**src/rtl/rtc_pkg.sv**
```systemverilog
package rtc_pkg;

  localparam int BYTE_W = 8;
  localparam int ADDR_W = 4;

  typedef struct packed {
    logic [BYTE_W-1:0] sec;
    logic [BYTE_W-1:0] min;
    logic [BYTE_W-1:0] hr;
    logic [BYTE_W-1:0] dow;
    logic [BYTE_W-1:0] dom;
    logic [BYTE_W-1:0] mon;
    logic [BYTE_W-1:0] yr;
  } rtc_time_t;

  typedef enum logic [ADDR_W-1:0] {
    A_SEC = 4'd0, A_ASEC = 4'd1, A_MIN = 4'd2, A_AMIN = 4'd3,
    A_HR = 4'd4, A_AHR = 4'd5, A_DOW = 4'd6, A_DOM = 4'd7,
    A_MON = 4'd8, A_YR = 4'd9, A_STAT = 4'd10, A_CTRL = 4'd11
  } rtc_addr_e;

  // control byte bit positions
  localparam int C_FREEZE = 7;
  localparam int C_BIN    = 2;
  localparam int C_H24    = 1;

  function automatic logic [6:0] to_bin(input logic [7:0] v, input logic bin);
    if (bin) return v[6:0];
    return 7'({3'b000, v[7:4]}) * 7'd10 + 7'({3'b000, v[3:0]});
  endfunction

  function automatic logic [7:0] from_bin(input logic [6:0] b, input logic bin);
    logic [6:0] tens;
    logic [6:0] ones;
    if (bin) return {1'b0, b};
    tens = b / 7'd10;
    ones = b - tens * 7'd10;
    return {tens[3:0], ones[3:0]};
  endfunction

  function automatic logic [6:0] days_in(input logic [6:0] mon, input logic leap);
    case (mon)
      7'd2:                       return leap ? 7'd29 : 7'd28;
      7'd4, 7'd6, 7'd9, 7'd11:    return 7'd30;
      default:                    return 7'd31;
    endcase
  endfunction

endpackage

```
**src/rtl/rtc_upd_seq.sv**
```systemverilog
module rtc_upd_seq #(
  parameter int LEAD_TICKS = 8,
  parameter int UPD_TICKS  = 8
) (
  input  logic clk,
  input  logic rst_n,
  input  logic ref_tick,
  input  logic sec_mark,
  input  logic hold,
  output logic uip,
  output logic upd_go
);
  localparam int MAXT = (LEAD_TICKS > UPD_TICKS) ? LEAD_TICKS : UPD_TICKS;
  localparam int CW   = $clog2(MAXT + 1);

  typedef enum logic [1:0] {S_IDLE, S_LEAD, S_HOLD} seq_st_e;

  seq_st_e        st_q;
  logic [CW-1:0]  cnt_q;
  logic           cnt_zero;

  assign cnt_zero = (cnt_q == '0);

  always_ff @(posedge clk or negedge rst_n) begin
    if (!rst_n) begin
      st_q  <= S_IDLE;
      cnt_q <= '0;
    end else if (hold) begin
      st_q  <= S_IDLE;
      cnt_q <= '0;
    end else if (ref_tick) begin
      case (st_q)
        S_IDLE: if (sec_mark) begin
          st_q  <= S_LEAD;
          cnt_q <= CW'(LEAD_TICKS - 1);
        end
        S_LEAD: if (cnt_zero) begin
          st_q  <= S_HOLD;
          cnt_q <= CW'(UPD_TICKS - 1);
        end else begin
          cnt_q <= cnt_q - 1'b1;
        end
        S_HOLD: if (cnt_zero) begin
          st_q <= S_IDLE;
        end else begin
          cnt_q <= cnt_q - 1'b1;
        end
        default: st_q <= S_IDLE;
      endcase
    end
  end

  assign uip    = (st_q != S_IDLE);
  assign upd_go = ref_tick & ~hold & (st_q == S_LEAD) & cnt_zero;

endmodule

```
**src/rtl/rtc_time_next.sv**
```systemverilog
module rtc_time_next
  import rtc_pkg::*;
(
  input  rtc_time_t cur,
  input  logic      bin_mode,
  input  logic      h24_mode,
  output rtc_time_t nxt
);
  logic [6:0] s_b, m_b, h_b, h24, h24n, h12n, dw_b, dd_b, mo_b, yr_b;
  logic       c_s, c_m, c_h, c_d, c_mo;

  always_comb begin
    s_b  = to_bin(cur.sec, bin_mode);
    m_b  = to_bin(cur.min, bin_mode);
    h_b  = to_bin({1'b0, cur.hr[6:0]}, bin_mode);
    dw_b = to_bin(cur.dow, bin_mode);
    dd_b = to_bin(cur.dom, bin_mode);
    mo_b = to_bin(cur.mon, bin_mode);
    yr_b = to_bin(cur.yr, bin_mode);

    // hours onto a 0..23 scale
    if (h24_mode)        h24 = h_b;
    else if (h_b == 7'd12) h24 = cur.hr[7] ? 7'd12 : 7'd0;
    else                 h24 = cur.hr[7] ? h_b + 7'd12 : h_b;

    nxt  = cur;
    h24n = h24;
    h12n = 7'd12;
    c_m  = 1'b0;
    c_h  = 1'b0;
    c_d  = 1'b0;
    c_mo = 1'b0;

    c_s     = (s_b >= 7'd59);
    nxt.sec = c_s ? 8'h00 : from_bin(s_b + 7'd1, bin_mode);

    if (c_s) begin
      c_m     = (m_b >= 7'd59);
      nxt.min = c_m ? 8'h00 : from_bin(m_b + 7'd1, bin_mode);
    end

    if (c_m) begin
      c_h  = (h24 >= 7'd23);
      h24n = c_h ? 7'd0 : h24 + 7'd1;
      h12n = (h24n >= 7'd12) ? h24n - 7'd12 : h24n;
      if (h12n == 7'd0) h12n = 7'd12;
      if (h24_mode) nxt.hr = from_bin(h24n, bin_mode);
      else          nxt.hr = {(h24n >= 7'd12), from_bin(h12n, bin_mode)[6:0]};
    end

    if (c_h) begin
      nxt.dow = (dw_b >= 7'd7) ? 8'h01 : from_bin(dw_b + 7'd1, bin_mode);
      c_d     = (dd_b >= days_in(mo_b, (yr_b[1:0] == 2'b00)));
      nxt.dom = c_d ? 8'h01 : from_bin(dd_b + 7'd1, bin_mode);
    end

    if (c_d) begin
      c_mo    = (mo_b >= 7'd12);
      nxt.mon = c_mo ? 8'h01 : from_bin(mo_b + 7'd1, bin_mode);
    end

    if (c_mo) begin
      nxt.yr = (yr_b >= 7'd99) ? 8'h00 : from_bin(yr_b + 7'd1, bin_mode);
    end
  end

endmodule

```
**src/rtl/rtc_alarm_cmp.sv**
```systemverilog
module rtc_alarm_cmp #(
  parameter int NFIELDS = 3
) (
  input  logic [NFIELDS-1:0][7:0] value,
  input  logic [NFIELDS-1:0][7:0] alarm,
  output logic                    match
);
  logic [NFIELDS-1:0] hit;

  for (genvar g = 0; g < NFIELDS; g++) begin : g_fld
    assign hit[g] = (alarm[g][7:6] == 2'b11) || (alarm[g] == value[g]);
  end

  assign match = &hit;

endmodule

```
**src/rtl/rtc_time_core.sv**
```systemverilog
module rtc_time_core
  import rtc_pkg::*;
#(
  parameter int LEAD_TICKS = 8,
  parameter int UPD_TICKS  = 8
) (
  input  logic                clk,
  input  logic                rst_n,
  input  logic                ref_tick,
  input  logic                sec_mark,
  input  logic                req_valid,
  output logic                req_ready,
  input  logic                req_we,
  input  logic [ADDR_W-1:0]   req_addr,
  input  logic [BYTE_W-1:0]   req_wdata,
  output logic                rsp_valid,
  output logic [BYTE_W-1:0]   rsp_data,
  output logic                uip,
  output logic                upd_done,
  output logic                alarm_hit
);
  rtc_time_t         time_q, time_nxt;
  logic [BYTE_W-1:0] al_sec_q, al_min_q, al_hr_q, ctrl_q;
  logic              upd_go, al_match, wr_en, rd_en;
  logic [BYTE_W-1:0] rd_mux;

  assign req_ready = 1'b1;
  assign wr_en     = req_valid & req_we;
  assign rd_en     = req_valid & ~req_we;

  rtc_upd_seq #(.LEAD_TICKS(LEAD_TICKS), .UPD_TICKS(UPD_TICKS)) u_seq (
    .clk(clk), .rst_n(rst_n), .ref_tick(ref_tick), .sec_mark(sec_mark),
    .hold(ctrl_q[C_FREEZE]), .uip(uip), .upd_go(upd_go)
  );

  rtc_time_next u_next (
    .cur(time_q), .bin_mode(ctrl_q[C_BIN]), .h24_mode(ctrl_q[C_H24]),
    .nxt(time_nxt)
  );

  rtc_alarm_cmp #(.NFIELDS(3)) u_alarm (
    .value({time_nxt.hr, time_nxt.min, time_nxt.sec}),
    .alarm({al_hr_q, al_min_q, al_sec_q}),
    .match(al_match)
  );

  always_ff @(posedge clk or negedge rst_n) begin
    if (!rst_n) begin
      time_q    <= '{sec: 8'h00, min: 8'h00, hr: 8'h00, dow: 8'h01,
                     dom: 8'h01, mon: 8'h01, yr: 8'h00};
      al_sec_q  <= '0;
      al_min_q  <= '0;
      al_hr_q   <= '0;
      ctrl_q    <= 8'h02;
      upd_done  <= 1'b0;
      alarm_hit <= 1'b0;
    end else begin
      if (upd_go) time_q <= time_nxt;
      // a write in the advance cycle overrides its own field only
      if (wr_en) begin
        case (req_addr)
          A_SEC:  time_q.sec <= req_wdata;
          A_ASEC: al_sec_q   <= req_wdata;
          A_MIN:  time_q.min <= req_wdata;
          A_AMIN: al_min_q   <= req_wdata;
          A_HR:   time_q.hr  <= req_wdata;
          A_AHR:  al_hr_q    <= req_wdata;
          A_DOW:  time_q.dow <= req_wdata;
          A_DOM:  time_q.dom <= req_wdata;
          A_MON:  time_q.mon <= req_wdata;
          A_YR:   time_q.yr  <= req_wdata;
          A_CTRL: ctrl_q     <= req_wdata;
          default: ;
        endcase
      end
      upd_done  <= upd_go;
      alarm_hit <= upd_go & al_match;
    end
  end

  always_comb begin
    case (req_addr)
      A_SEC:   rd_mux = time_q.sec;
      A_ASEC:  rd_mux = al_sec_q;
      A_MIN:   rd_mux = time_q.min;
      A_AMIN:  rd_mux = al_min_q;
      A_HR:    rd_mux = time_q.hr;
      A_AHR:   rd_mux = al_hr_q;
      A_DOW:   rd_mux = time_q.dow;
      A_DOM:   rd_mux = time_q.dom;
      A_MON:   rd_mux = time_q.mon;
      A_YR:    rd_mux = time_q.yr;
      A_STAT:  rd_mux = {uip, 7'b0};
      A_CTRL:  rd_mux = ctrl_q;
      default: rd_mux = '0;
    endcase
  end

  always_ff @(posedge clk or negedge rst_n) begin
    if (!rst_n) begin
      rsp_valid <= 1'b0;
      rsp_data  <= '0;
    end else begin
      rsp_valid <= rd_en;
      if (rd_en) rsp_data <= rd_mux;
    end
  end

endmodule

```
**config.mk**
```make
export PLATFORM = sky130hd
export DESIGN_NAME = rtc_time_core
export DESIGN_NICKNAME = d
export VERILOG_FILES = /design/src/rtl/rtc_pkg.sv /design/src/rtl/rtc_upd_seq.sv /design/src/rtl/rtc_time_next.sv /design/src/rtl/rtc_alarm_cmp.sv /design/src/rtl/rtc_time_core.sv
export SDC_FILE = /design/constraint.sdc
export NUM_CORES = 1
export LEC_CHECK = 0
export ABC_AREA = 1
export BUFFER_PORTS_ARGS = -buffer_cell sky130_fd_sc_hd__buf_4
export CORE_UTILIZATION = 35
export CTS_CLUSTER_SIZE = 16
export DETAILED_ROUTE_END_ITERATION = 12
export GPL_TIMING_DRIVEN = 0
export HOLD_SLACK_MARGIN = 0.12
export SYNTH_ARGS = -nofsm -noshare
export SYNTH_HDL_FRONTEND = slang
export SYNTH_SLANG_ARGS = --single-unit
```
**constraint.sdc**
```tcl
create_clock -name clk -period 8.55 [get_ports clk]
set_clock_uncertainty 0.2 [all_clocks]
set_input_delay 1.2825 -clock clk [delete_from_list [all_inputs] [get_ports clk]]
set_output_delay 1.2825 -clock clk [all_outputs]
set_load 0.02 [all_outputs]
```
== After elaboration in Yosys (flattened, before gate mapping) ==
Cells that the tools add are included.
Storage, ports and cells
  bits in registers: 105
  input port bits: 18
  logic and storage cells: 217
  output and inout port bits: 13
Cells by class
  order comparisons: 8
  add/sub/neg operators: 25
  muxes and demuxes: 88
  equality and inequality tests: 29
  divide/modulo/power cells: 8
  reductions and logical operators: 19
  bitwise operators: 8
  $mul: 15
Operator list (number)
  8-bit 2-to-1 mux: 32
  7-bit 2-to-1 mux: 24
  56-bit 2-to-1 mux: 2
  8-bit case mux with 12 select lines: 1
  7-bit by 4-bit divider with 7-bit output (second input constant): 8
  7-bit by 3-bit multiplier with 3-bit output (second input constant): 8
  7-bit by 1-bit adder with 7-bit output (second input constant): 7
  7-bit by 4-bit adder with 7-bit output: 7
  4-bit by 3-bit multiplier with 6-bit output (second input constant): 6
  4-bit subtractor: 8
  8-bit == test: 3
  4-bit 2-to-1 mux: 6
  7-bit by 4-bit == test with 1-bit output (second input constant): 3
  4-bit by 3-bit == test with 1-bit output (second input constant): 4
  4-bit == test (second input constant): 4
  16-bit 2-to-1 mux: 1
  7-bit by 3-bit == test with 1-bit output (second input constant): 2
  7-bit by 4-bit >= comparator with 1-bit output (second input constant): 2
  7-bit by 6-bit >= comparator with 1-bit output (second input constant): 2
  1-bit 2-to-1 mux: 14
  7-bit case mux with 2 select lines: 1
  4-bit case mux with 3 select lines: 1
  2-bit 2-to-1 mux: 5
  2-bit == test (second input constant): 4
  27 further kinds: 45

== Longest topological paths before layout ==
Gate-level depths: netlist of run 1.
  word-level depth: 24
  gate-level depth with buffers: 59
  gate-level depth less buffers: 59

== Hierarchy ==
From an unflattened synthesis of run 1, not the netlist that was laid out.
Second synthesis, totals
  cell total of the unflattened synthesis: 1867
  area, all modules: 12401.9 um2
Modules (own cells, without submodules)
  rtc_time_next: times used 1, seq. area each 0.0 um2, area an instance 6465.0 um2, cells an instance 1104
  rtc_time_core: times used 1, seq. area each 2482.4 um2, area an instance 5028.6 um2, cells an instance 611
  rtc_upd_seq: times used 1, seq. area each 150.1 um2, area an instance 525.5 um2, cells an instance 74
  rtc_alarm_cmp: times used 1, seq. area each 0.0 um2, area an instance 382.9 um2, cells an instance 78

== Least setup slack after synthesis of run 1 ==
OpenSTA, ideal clock, no wires.
  path kind: flip-flop to flip-flop
  start: reg time_q[33] (netlist bit)
  end: reg alarm_hit
  buffers on the path: 0
  path slack: 1224 ps
  arrival: 7008 ps
  period minus slack after synthesis: 7326 ps
  required time: 8233 ps
  stages on the path, launching flop included: 56
  setup time: 117 ps
  path through: dfrtp_1 > ha_1 > fa_1 > xnor2_1 > nand2_1 > o21ai_2 > inv_2 > ha_1 > nand2_1 > nor2_1 > nand3_1 > nor2_2 > nand3_1 > nand3_1 > nand2_1 > nor2_1 > nand2_2 > a21oi_4 > [... 20 more ...] > ha_1 > nand2_1 > nand3_1 > nand3_2 > ha_1 > inv_1 > fa_1 > a21oi_1 > nand2_1 > o311ai_0 > o21ai_0 > or2_2 > nand3_1 > nor2_1 > nand4_1 > a21oi_1 > nand2_1 > a21oi_2
On the way
  word-level cells in the longest chain between the ends: 23
  elaborated cells on any way between the ends: 33
  those cells by class: add/sub: 6; mul: 2; div: 2; order compare: 2; eq/ne: 2; mux: 15; bitwise: 1; reduce/logical: 3
Ends and longest elaborated chain
  start, declared: RTL line rtc_time_core.sv:22  | rtc_time_t time_q, time_nxt;
  start signal, assigned: RTL line rtc_time_core.sv:49  | time_q <= '{sec: 8'h00, min: 8'h00, hr: 8'h00, dow: 8'h01,
  start signal, assigned: RTL line rtc_time_core.sv:58  | if (upd_go) time_q <= time_nxt;
  7-bit by 4-bit adder with 7-bit output / 7-bit 2-to-1 mux (equally long branches): RTL line rtc_pkg.sv:29, rtc_pkg.sv:28
  7-bit 2-to-1 mux: RTL line rtc_pkg.sv:29  | return 7'({3'b000, v[7:4]}) * 7'd10 + 7'({3'b000, v[3:0]});
  7-bit by 4-bit adder with 7-bit output: RTL line rtc_time_next.sv:24  | else h24 = cur.hr[7] ? h_b + 7'd12 : h_b;
  7-bit 2-to-1 mux: RTL line rtc_time_next.sv:24
  7-bit 2-to-1 mux: RTL line rtc_time_next.sv:23  | else if (h_b == 7'd12) h24 = cur.hr[7] ? 7'd12 : 7'd0;
  7-bit 2-to-1 mux: RTL line rtc_time_next.sv:22  | if (h24_mode) h24 = h_b;
  7-bit by 1-bit adder with 7-bit output / 7-bit by 5-bit >= comparator with 1-bit output (equally long branches): RTL line rtc_time_next.sv:44, rtc_time_next.sv:43
  7-bit 2-to-1 mux: RTL line rtc_time_next.sv:44  | h24n = c_h ? 7'd0 : h24 + 7'd1;
  [... 7 more ...]
  4-bit subtractor: RTL line rtc_pkg.sv:37  | ones = b - tens * 7'd10;
  7-bit 2-to-1 mux: RTL line rtc_pkg.sv:36  | tens = b / 7'd10;
  8-bit 2-to-1 mux: RTL line rtc_time_next.sv:47  | if (h24_mode) nxt.hr = from_bin(h24n, bin_mode);
  8-bit 2-to-1 mux (*): RTL line rtc_time_next.sv:42  | if (c_m) begin
  8-bit == test (*): RTL line rtc_alarm_cmp.sv:11  | assign hit[g] = (alarm[g][7:6] == 2'b11) || (alarm[g] == value[g]);
  1-bit logical OR (*): RTL line rtc_alarm_cmp.sv:11
  3-bit AND reduction (*): RTL line rtc_alarm_cmp.sv:14  | assign match = &hit;
  1-bit bitwise AND (*): RTL line rtc_time_core.sv:77  | alarm_hit <= upd_go & al_match;
  end signal, assigned: RTL line rtc_time_core.sv:77
  end, declared: RTL line rtc_time_core.sv:20  | output logic alarm_hit
Mark *: on every way between the ends. The rest lies on a longest branch, timed or not. The select of a mux whose other input is x is not followed.
A chain may end at the register's enable or synchronous reset.

== Worst setup path in the final report of run 1 ==
Ends and elaborated chain as after synthesis.

==> results.toml, run 1 <==
[routing]
drt_iter0_drc = 993
wire_per_inst_um = 16.74
drt_wl_total_mm = 36.58
vias = 11540
ant_nets = 0
dr.pass1.iters = 6
vias_per_cell = 5.283
drcViolationCount = 0

[logic_synthesis]
synthesis.instances = 1682
yosysMostFrequentCell = "nand2_1"
synth_top_area_frac = 0.2195
synth_edf_count = 0
ys_warn_count = 0
yosys-top-cells-area = "dfrtp_1, nand2_1, ha_1, inv_1, nor2_1"
synth_area_um2 = 11520
ys_top_cells_by_count = "nand2_1, inv_1, nor2_1, o21ai_0, dfrtp_1"
synth-async-reset-ratio = 1.000
yosysUniqueCellTypes = 68
postSynthAreaPerCell_um2 = 6.847
seq_area_frac_synth = 0.2286
yosys_most_used_dff = "dfrtp_1"
ys_seq_elements = 105
synth_area_leader_cell = "dfrtp_1"
synth.net_count = 1815

[critical_path]
critical_path_class = "flip-flop to flip-flop"
crit_cells = 54
path_max_fanout = 5
cp-start-kind = "flip-flop"
critPathCaptureType = "flip-flop"
crit_family = "simple AND/OR/NAND/NOR gates"
cp_slowest_cell = "fa_2"
critPathRequiredTime_ps = 8640
r2r-start = "time_q[33]"
crit_top_cell = "nand2_2"
reg2reg_depth = 54
cp_slowest_stage_delay_ps = 520
critPathLaunch = "time_q[33]"
cp_num_buf_inv = 6
crit_arrival_ps = 7910

[cts]
h-tree-depth = 3
cts_sinks = 105
cts_made_buffers = 9
clk_pin_slew_ps = 80
cts_tree = "done"
ctsRootBufferMaster = "clkbuf_16"
clk_latency_ps = 370
clockBufferDepth = 2

[sta]
post-route-period-util = 0.9150
tightestPinTransition_ps = 1388
max_clock_freq_mhz = 127.8
setup_viol = 0
hold_viol = 0
max_slew_margin = 0.07145
fin_tns_setup_ps = 0
period_needed_ps = 7824
report.final.slew_viol_count = 0

[floorplan]
start_util = 0.3548
pin_count = 31
die_h_um = 183.4
rows = 66
dieArea_um2 = 33630
fp.dieW_um = 183.4
core_area_um2 = 32450

[status]
status = "finished, final reports clean"

[grt]
antenna_found_initial = 0
grt_max_degree = 106
track_usage = 0.2218
overflow = 0
grt_pass1_vias = 10830
grt_pass1_wl_mm = 58.50

[flow_run]
cap_violations = 0

[cells_and_area]
drive_above_1_share = 0.1165
fillCellCount = 3488
nets = 1870
multiInputGateArea_um2 = 7780
area_delta_synth_final_pct = 10.80
ff_latch_area_um2 = 2636

[placement]
gp_congestion = 0.9094
hpwlAfterDp_mm = 28.09
place.port_buffers = 29

[hold_path]
hold_path_depth = 2
hp-start = "al_min_q[5]"
hold_path.class = "flip-flop to flip-flop"
==> per-layer routing <==
layer  wire length [um]  share of wire  vias up  global-route usage
met5                  0              0        -                   0
met4                776          0.021        0             0.06433
met3               2127          0.058       50             0.02006
met2              16870           0.46      330              0.3586
met1              16810           0.46     5502              0.3128
li1                   -              -     5661                   -
==> tightest hold or removal path: stages, from the launching register on <==
cell	delay, ps
dfrtp_1	350
nand2_1	50
o21ai_0	60
==> final timing paths <==
| kind | endpoint | slack [ps] |
|---|---|---|
| min | al_min_q[5] | 290 |
| max reg2reg | alarm_hit | 730 |
| min reg2reg | al_min_q[5] | 290 |
| min in group asynchronous | u_seq.cnt_q[2] | 520 |
| max | alarm_hit | 730 |
| max in group asynchronous | time_q[38] | 6900 |
==> layout by cell type, fill, tap and decap left out, types with 19 or more instances in the layout <==
cell      instances
o21ai_0         103
a21oi_1          91
fa_1             20
a221oi_1         20
dfrtp_1          98
xnor2_1          21
buf_4            44
o22ai_1          29
nand2_1         397
nor2_1          148
nand3_1          92
a31oi_1          25
ha_1             91
o21ai_1          25
nand2_2          19
xor2_1           40
inv_1           225
clkbuf_1         27
==> area by class of cell <==
| cell class | instances | share of cell area |
|---|---|---|
| inverters | 245 | 0.07207 |
| diodes | 1 | 0.0001961 |
| clock inverters | 5 | 0.002942 |
| repair buffers | 44 | 0.02775 |
| well taps | 442 | 0.04334 |
| flip-flops and latches | 105 | 0.2066 |
| clock buffers | 11 | 0.01981 |
| plain buffers | 42 | 0.01755 |
| multi-input cells | 1290 | 0.6097 |
==> sequential cells by signal, summed over array words and instances (netlist names) <==
register and count:
al_min_q 8, upd_done 1, u_seq.st_q 2, alarm_hit 1, rsp_valid 1, al_hr_q 8
rsp_data 8, al_sec_q 8, ctrl_q 8, u_seq.cnt_q 4, time_q 56
==> logic make-up (layout without fill, tap and decap cells) <==
| family | after synthesis | count (layout) | share of synthesized area |
|---|---|---|---|
| other | 1 | 2 | 0.0003256 |
| flip-flops | 105 | 105 | 0.2286 |
| XOR/XNOR | 65 | 65 | 0.05139 |
| AO/OA/AOI/OAI | 365 | 365 | 0.1924 |
| AND/OR/NAND/NOR | 735 | 735 | 0.2805 |
| buffers and inverters | 287 | 347 | 0.09930 |
| multiplexers | 9 | 9 | 0.008801 |
| adder cells (fa/ha/maj) | 115 | 115 | 0.1386 |
==> repair_timing <==
item | in CTS | in global routing
gates resized for setup | 0 | 16
setup buffers | 0 | 14
hold buffers | 0 | 0
setup endpoints to repair | 0 | 3
==> through the flow <==
step / hold slack [ps] / utilization / instance area, um^2 / setup slack, ps / cells
floorplan: 253.0 / - / 11520 / 1224 / 1682
global placement: 270.5 / 0.3786 / 12290 / 324.0 / 2153
detailed placement: 273.0 / 0.3786 / 12290 / 215.1 / 2153
CTS: 291.1 / 0.3875 / 12580 / 137.9 / 2169
global route: 342.6 / 0.3931 / 12760 / -36.79 / 2184
finish: 290.7 / 0.3932 / 12760 / 726.5 / 2185
Power of run 1 is left out: the tool's default activity adds up to more than one toggle a clock period on the data nets, which glitch-free logic cannot reach.
==> run 2, diff against run 1 <==
--- a/config.mk
+++ b/config.mk
@@ -7,7 +7,7 @@
 export LEC_CHECK = 0
 export ABC_AREA = 1
 export BUFFER_PORTS_ARGS = -buffer_cell sky130_fd_sc_hd__buf_4
-export CORE_UTILIZATION = 35
+export CORE_UTILIZATION = 40
 export CTS_CLUSTER_SIZE = 16
 export DETAILED_ROUTE_END_ITERATION = 12
 export GPL_TIMING_DRIVEN = 0
==> constraint.sdc (replaced) <==
create_clock -name clk -period 7.2 [get_ports clk]
set_clock_uncertainty 0.2 [all_clocks]
set_input_delay 1.44 -clock clk [delete_from_list [all_inputs] [get_ports clk]]
set_output_delay 1.44 -clock clk [all_outputs]
set_load 0.02 [all_outputs]
==> results.toml, run 2 (same netlist as run 1, synthesis figures left out) <==
[status]
status = "finished, violations left"
violations = "negative setup slack"

[routing]
wire_per_inst_um = 17.20
drcViolationCount = 0
dr.pass1.iters = 5
ant_nets = 0
drt_iter0_drc = 1004
vias_per_cell = 5.348
vias = 11500
drt_wl_total_mm = 37.01

[cells_and_area]
area_delta_synth_final_pct = 14.14
largest_reg_flops = 56
drive_above_1_share = 0.1484
mostFrequentLayoutCell = "nand2_1"
nets = 1900
layout_common_cells = "nand2_1, inv_1, nor2_1, o21ai_0, dfrtp_1"
largest-register = "time_q"
postLayoutCoreUtil = 0.4680
finalInstanceArea_um2 = 13140

[floorplan]
fp.dieW_um = 171.7
pin_count = 31
dieArea_um2 = 29470
rows = 61
start_util = 0.4100
die_h_um = 171.7
core_area_um2 = 28090

[placement]
hpwlAfterDp_mm = 28.08
dpl-instance-area_um2 = 12230
gp_congestion = 0.9517
place.port_buffers = 29

[grt]
grt_max_degree = 106
grt_pass1_vias = 10900
grt_pass1_wl_mm = 58.44
track_usage = 0.2580
overflow = 0
antenna_found_initial = 0

[sta]
report.final.slew_viol_count = 0
tightestPinTransition_ps = 1211
period_needed_ps = 7325
setup_viol = 1
rsz0062_at_grt = "yes"
hold_viol = 0
max_slew_margin = 0.1863
setup_ws_ps = -125.3
post-route-period-util = 1.017
max_clock_freq_mhz = 136.5
fin_tns_setup_ps = -125.3

[cts]
h-tree-depth = 3
cts_made_buffers = 9
ctsHoldBuffers = 0
clockBufferDepth = 2
clk_latency_ps = 370
cts_tree = "done"
cts_sinks = 105
clk_pin_slew_ps = 70
ctsRootBufferMaster = "clkbuf_16"

[flow_run]
cap_violations = 0

[critical_path]
critical_path_class = "flip-flop to flip-flop"
cp-start-kind = "flip-flop"
crit_arrival_ps = 7410
path_max_fanout = 5
crit_top_cell = "ha_4"
critPathCaptureType = "flip-flop"
cp_slowest_cell = "fa_2"
cp_slowest_stage_delay_ps = 530
critPathRequiredTime_ps = 7290

[hold_path]
hold_path.class = "flip-flop to flip-flop"
## run 2: cell types whose count changed in the layout (fill, tap and decap cells not counted), moves of 4 or more
cell / before / now
ha_4: 1 / 10
buf_4: 44 / 71
nand2_1: 397 / 390
nand2_4: 5 / 9
ha_1: 91 / 83
nand3_1: 92 / 88
inv_1: 225 / 221
## run 2: final timing paths
check                            from             end  slack, ps  cells after the start
min in group asynchronous       rst_n  u_seq.cnt_q[0]        750                      1
max in group asynchronous       rst_n      time_q[38]       5330                      2
min                         ctrl_q[6]       ctrl_q[6]        290                      2
max reg2reg                time_q[36]       alarm_hit       -130                     54
max                        time_q[36]       alarm_hit       -130                     54
min reg2reg                 ctrl_q[6]       ctrl_q[6]        290                      2
## run 2: worst max-delay path: cells and delay by family (launching register included)
kind	cells	cell delay [ps]
XOR/XNOR	1	180
AO/OA/AOI/OAI	9	1020
adder cells (fa/ha/maj)	10	2320
flip-flops	1	470
AND/OR/NAND/NOR	27	2650
buffers and inverters	7	380
## run 2: what timing repair did
item | in CTS | in global routing
setup buffers | 39 | 6
gates resized for setup | 49 | 13
setup endpoints to repair | 4 | 3
pin swaps | 44 | 38
endpoints found under the hold margin | 0 | 0
## run 2: metrics by stage
stage / setup WS [ps] / hold WS (ps) / cells
floorplan: 9.698 / 253.0 / 1682
detailed placement: -1023 / 273.7 / 2089
global placement: -911.6 / 269.4 / 2089
finish: -125.3 / 294.3 / 2151
CTS: -136.9 / 293.3 / 2143
global route: -584.0 / 308.2 / 2150
## run 2: final cells by class
cell class | count | area (um^2)
Antenna cell | 1 | 2.502
Buffer | 42 | 224.0
Clock buffer | 9 | 225.2
Clock inverter | 7 | 55.05
Fill cell | 2950 | 14940
Inverter | 245 | 927.1
Multi-Input combinational cell | 1290 | 8001
Sequential cell | 105 | 2636
Tap cell | 378 | 473.0
Timing Repair Buffer | 74 | 599.3
## run 2: layer usage
metal,global-route usage,part of all wire
met5,0,0
met4,0.07842,0.029
met3,0.03244,0.058
met2,0.4223,0.45
met1,0.3522,0.46
Power of run 2 is left out for the same reason.
==> run 3, diff against run 2 <==
==> constraint.sdc (replaced) <==
create_clock -name clk -period 6.7 [get_ports clk]
set_clock_uncertainty 0.2 [all_clocks]
set_input_delay 1.34 -clock clk [delete_from_list [all_inputs] [get_ports clk]]
set_output_delay 1.34 -clock clk [all_outputs]
set_load 0.02 [all_outputs]
==> results.toml, run 3 (same netlist as run 1, synthesis figures left out) <==
[cts]
ctsRootBufferMaster = "clkbuf_16"
h-tree-depth = 3
ctsHoldBuffers = 0
cts_made_buffers = 9
cts_sinks = 105
clk_latency_ps = 360
clockBufferDepth = 2
cts_tree = "done"
clk_pin_slew_ps = 80

[sta]
hold_viol = 0
report.final.slew_viol_count = 0
period_needed_ps = 7108
max_slew_margin = 0.1177
setup_viol = 2
rsz0062_at_grt = "yes"
max_clock_freq_mhz = 140.7
tightestPinTransition_ps = 1319
setup_ws_ps = -408.4
post-route-period-util = 1.061

[floorplan]
fp.dieW_um = 171.7
dieArea_um2 = 29470
pin_count = 31
rows = 61
die_h_um = 171.7
core_area_um2 = 28090
start_util = 0.4100

[grt]
grt_pass1_wl_mm = 58.86
grt_pass1_vias = 10860
antenna_found_initial = 0
grt_use_met3 = 0.03152
grtUsageMet1 = 0.3570
track_usage = 0.2588
gr-max-usage-layer = "met2"
grt_util_met2 = 0.4293
grt_max_degree = 106
overflow = 0

[cells_and_area]
nets = 1891
largest-register = "time_q"
stdcell_count = 2141
area_delta_synth_final_pct = 14.60
mostFrequentLayoutCell = "nand2_1"
layout_common_cells = "nand2_1, inv_1, nor2_1, o21ai_0, dfrtp_1"
largest_reg_flops = 56
drive_above_1_share = 0.1526
antennaDiodeCount = 0

[critical_path]
r2r-start = "time_q[36]"
crit_top_cell = "ha_4"
critical_path_class = "flip-flop to flip-flop"
critPathRequiredTime_ps = 6790
critPathCaptureType = "flip-flop"
crit_arrival_ps = 7200
cp-start-kind = "flip-flop"
path_max_fanout = 4
critPathLaunch = "time_q[36]"
cp_slowest_cell = "fa_2"
cp_slowest_stage_delay_ps = 520

[placement]
place_inst = 2089
place.port_buffers = 29
hpwlAfterDp_mm = 27.89
dp_slack_ps = -1080
gp_congestion = 0.9306

[flow_run]
cap_violations = 0

[routing]
drt_wl_total_mm = 36.83
wire_per_inst_um = 17.20
drcViolationCount = 0
vias = 11550
ant_nets = 0
drt_iter0_drc = 926
dr.pass1.iters = 5
vias_per_cell = 5.392

[status]
violations = "negative setup slack"
status = "finished, violations left"

[hold_path]
hold_path.class = "flip-flop to flip-flop"
hp-start = "al_hr_q[0]"
run 3: changes by cell type in the layout (fill, tap and decap cells not counted), sizes merged:
cell    change
clkinv      -2
bufinv      +1
clkbuf      +3
diode       -1
inv         -2
buf         -9
run 3: layout make-up:
type	count	area (um^2)
Buffer	42	224.0
Clock buffer	12	246.5
Clock inverter	4	53.80
Fill cell	2928	14890
Inverter	245	929.6
Multi-Input combinational cell	1290	8110
Sequential cell	105	2638
Tap cell	378	473.0
Timing Repair Buffer	65	523.0
run 3: final timing paths:
| check | to | slack (ps) | cells after the start |
|---|---|---|---|
| max reg2reg | alarm_hit | -410 | 52 |
| min | al_hr_q[0] | 290 | 2 |
| max | alarm_hit | -410 | 52 |
| min reg2reg | al_hr_q[0] | 290 | 2 |
| min in group asynchronous | u_seq.st_q[1] | 560 | 1 |
| max in group asynchronous | time_q[33] | 5030 | 2 |
run 3: per-layer routing:
| layer | wire (um) | share of wire |
|---|---|---|
| met5 | 0 | 0 |
| met4 | 752 | 0.020 |
| met3 | 2071 | 0.056 |
| met2 | 17080 | 0.46 |
| met1 | 16930 | 0.46 |
run 3: worst max-delay path: cells and delay by family (launching register included):
kind	cells	cell delay, ps
flops	1	470
xor+xnor	2	400
fa+ha+maj	10	2350
simple gates	24	2120
compound gates	8	1020
buf+inv	8	450
run 3: per-stage QoR:
step / cell area, um^2 / hold WS (ps) / util / setup TNS, ps
after floorplan: 11640 / 253.0 / - / -251.1
after global placement: 12330 / 267.8 / 0.4391 / -2550
after detailed placement: 12330 / 277.1 / 0.4391 / -2632
after CTS: 12980 / 295.0 / 0.4620 / -754.7
after global routing: 13200 / 312.0 / 0.4699 / -1841
final: 13200 / 294.6 / 0.4699 / -470.7
run 3: what timing repair did:
item	in CTS	in global routing
setup endpoints to repair	4	5
setup buffers	29	6
pin swaps	43	39
gates resized for setup	28	31
Power of run 3 is left out for the same reason.
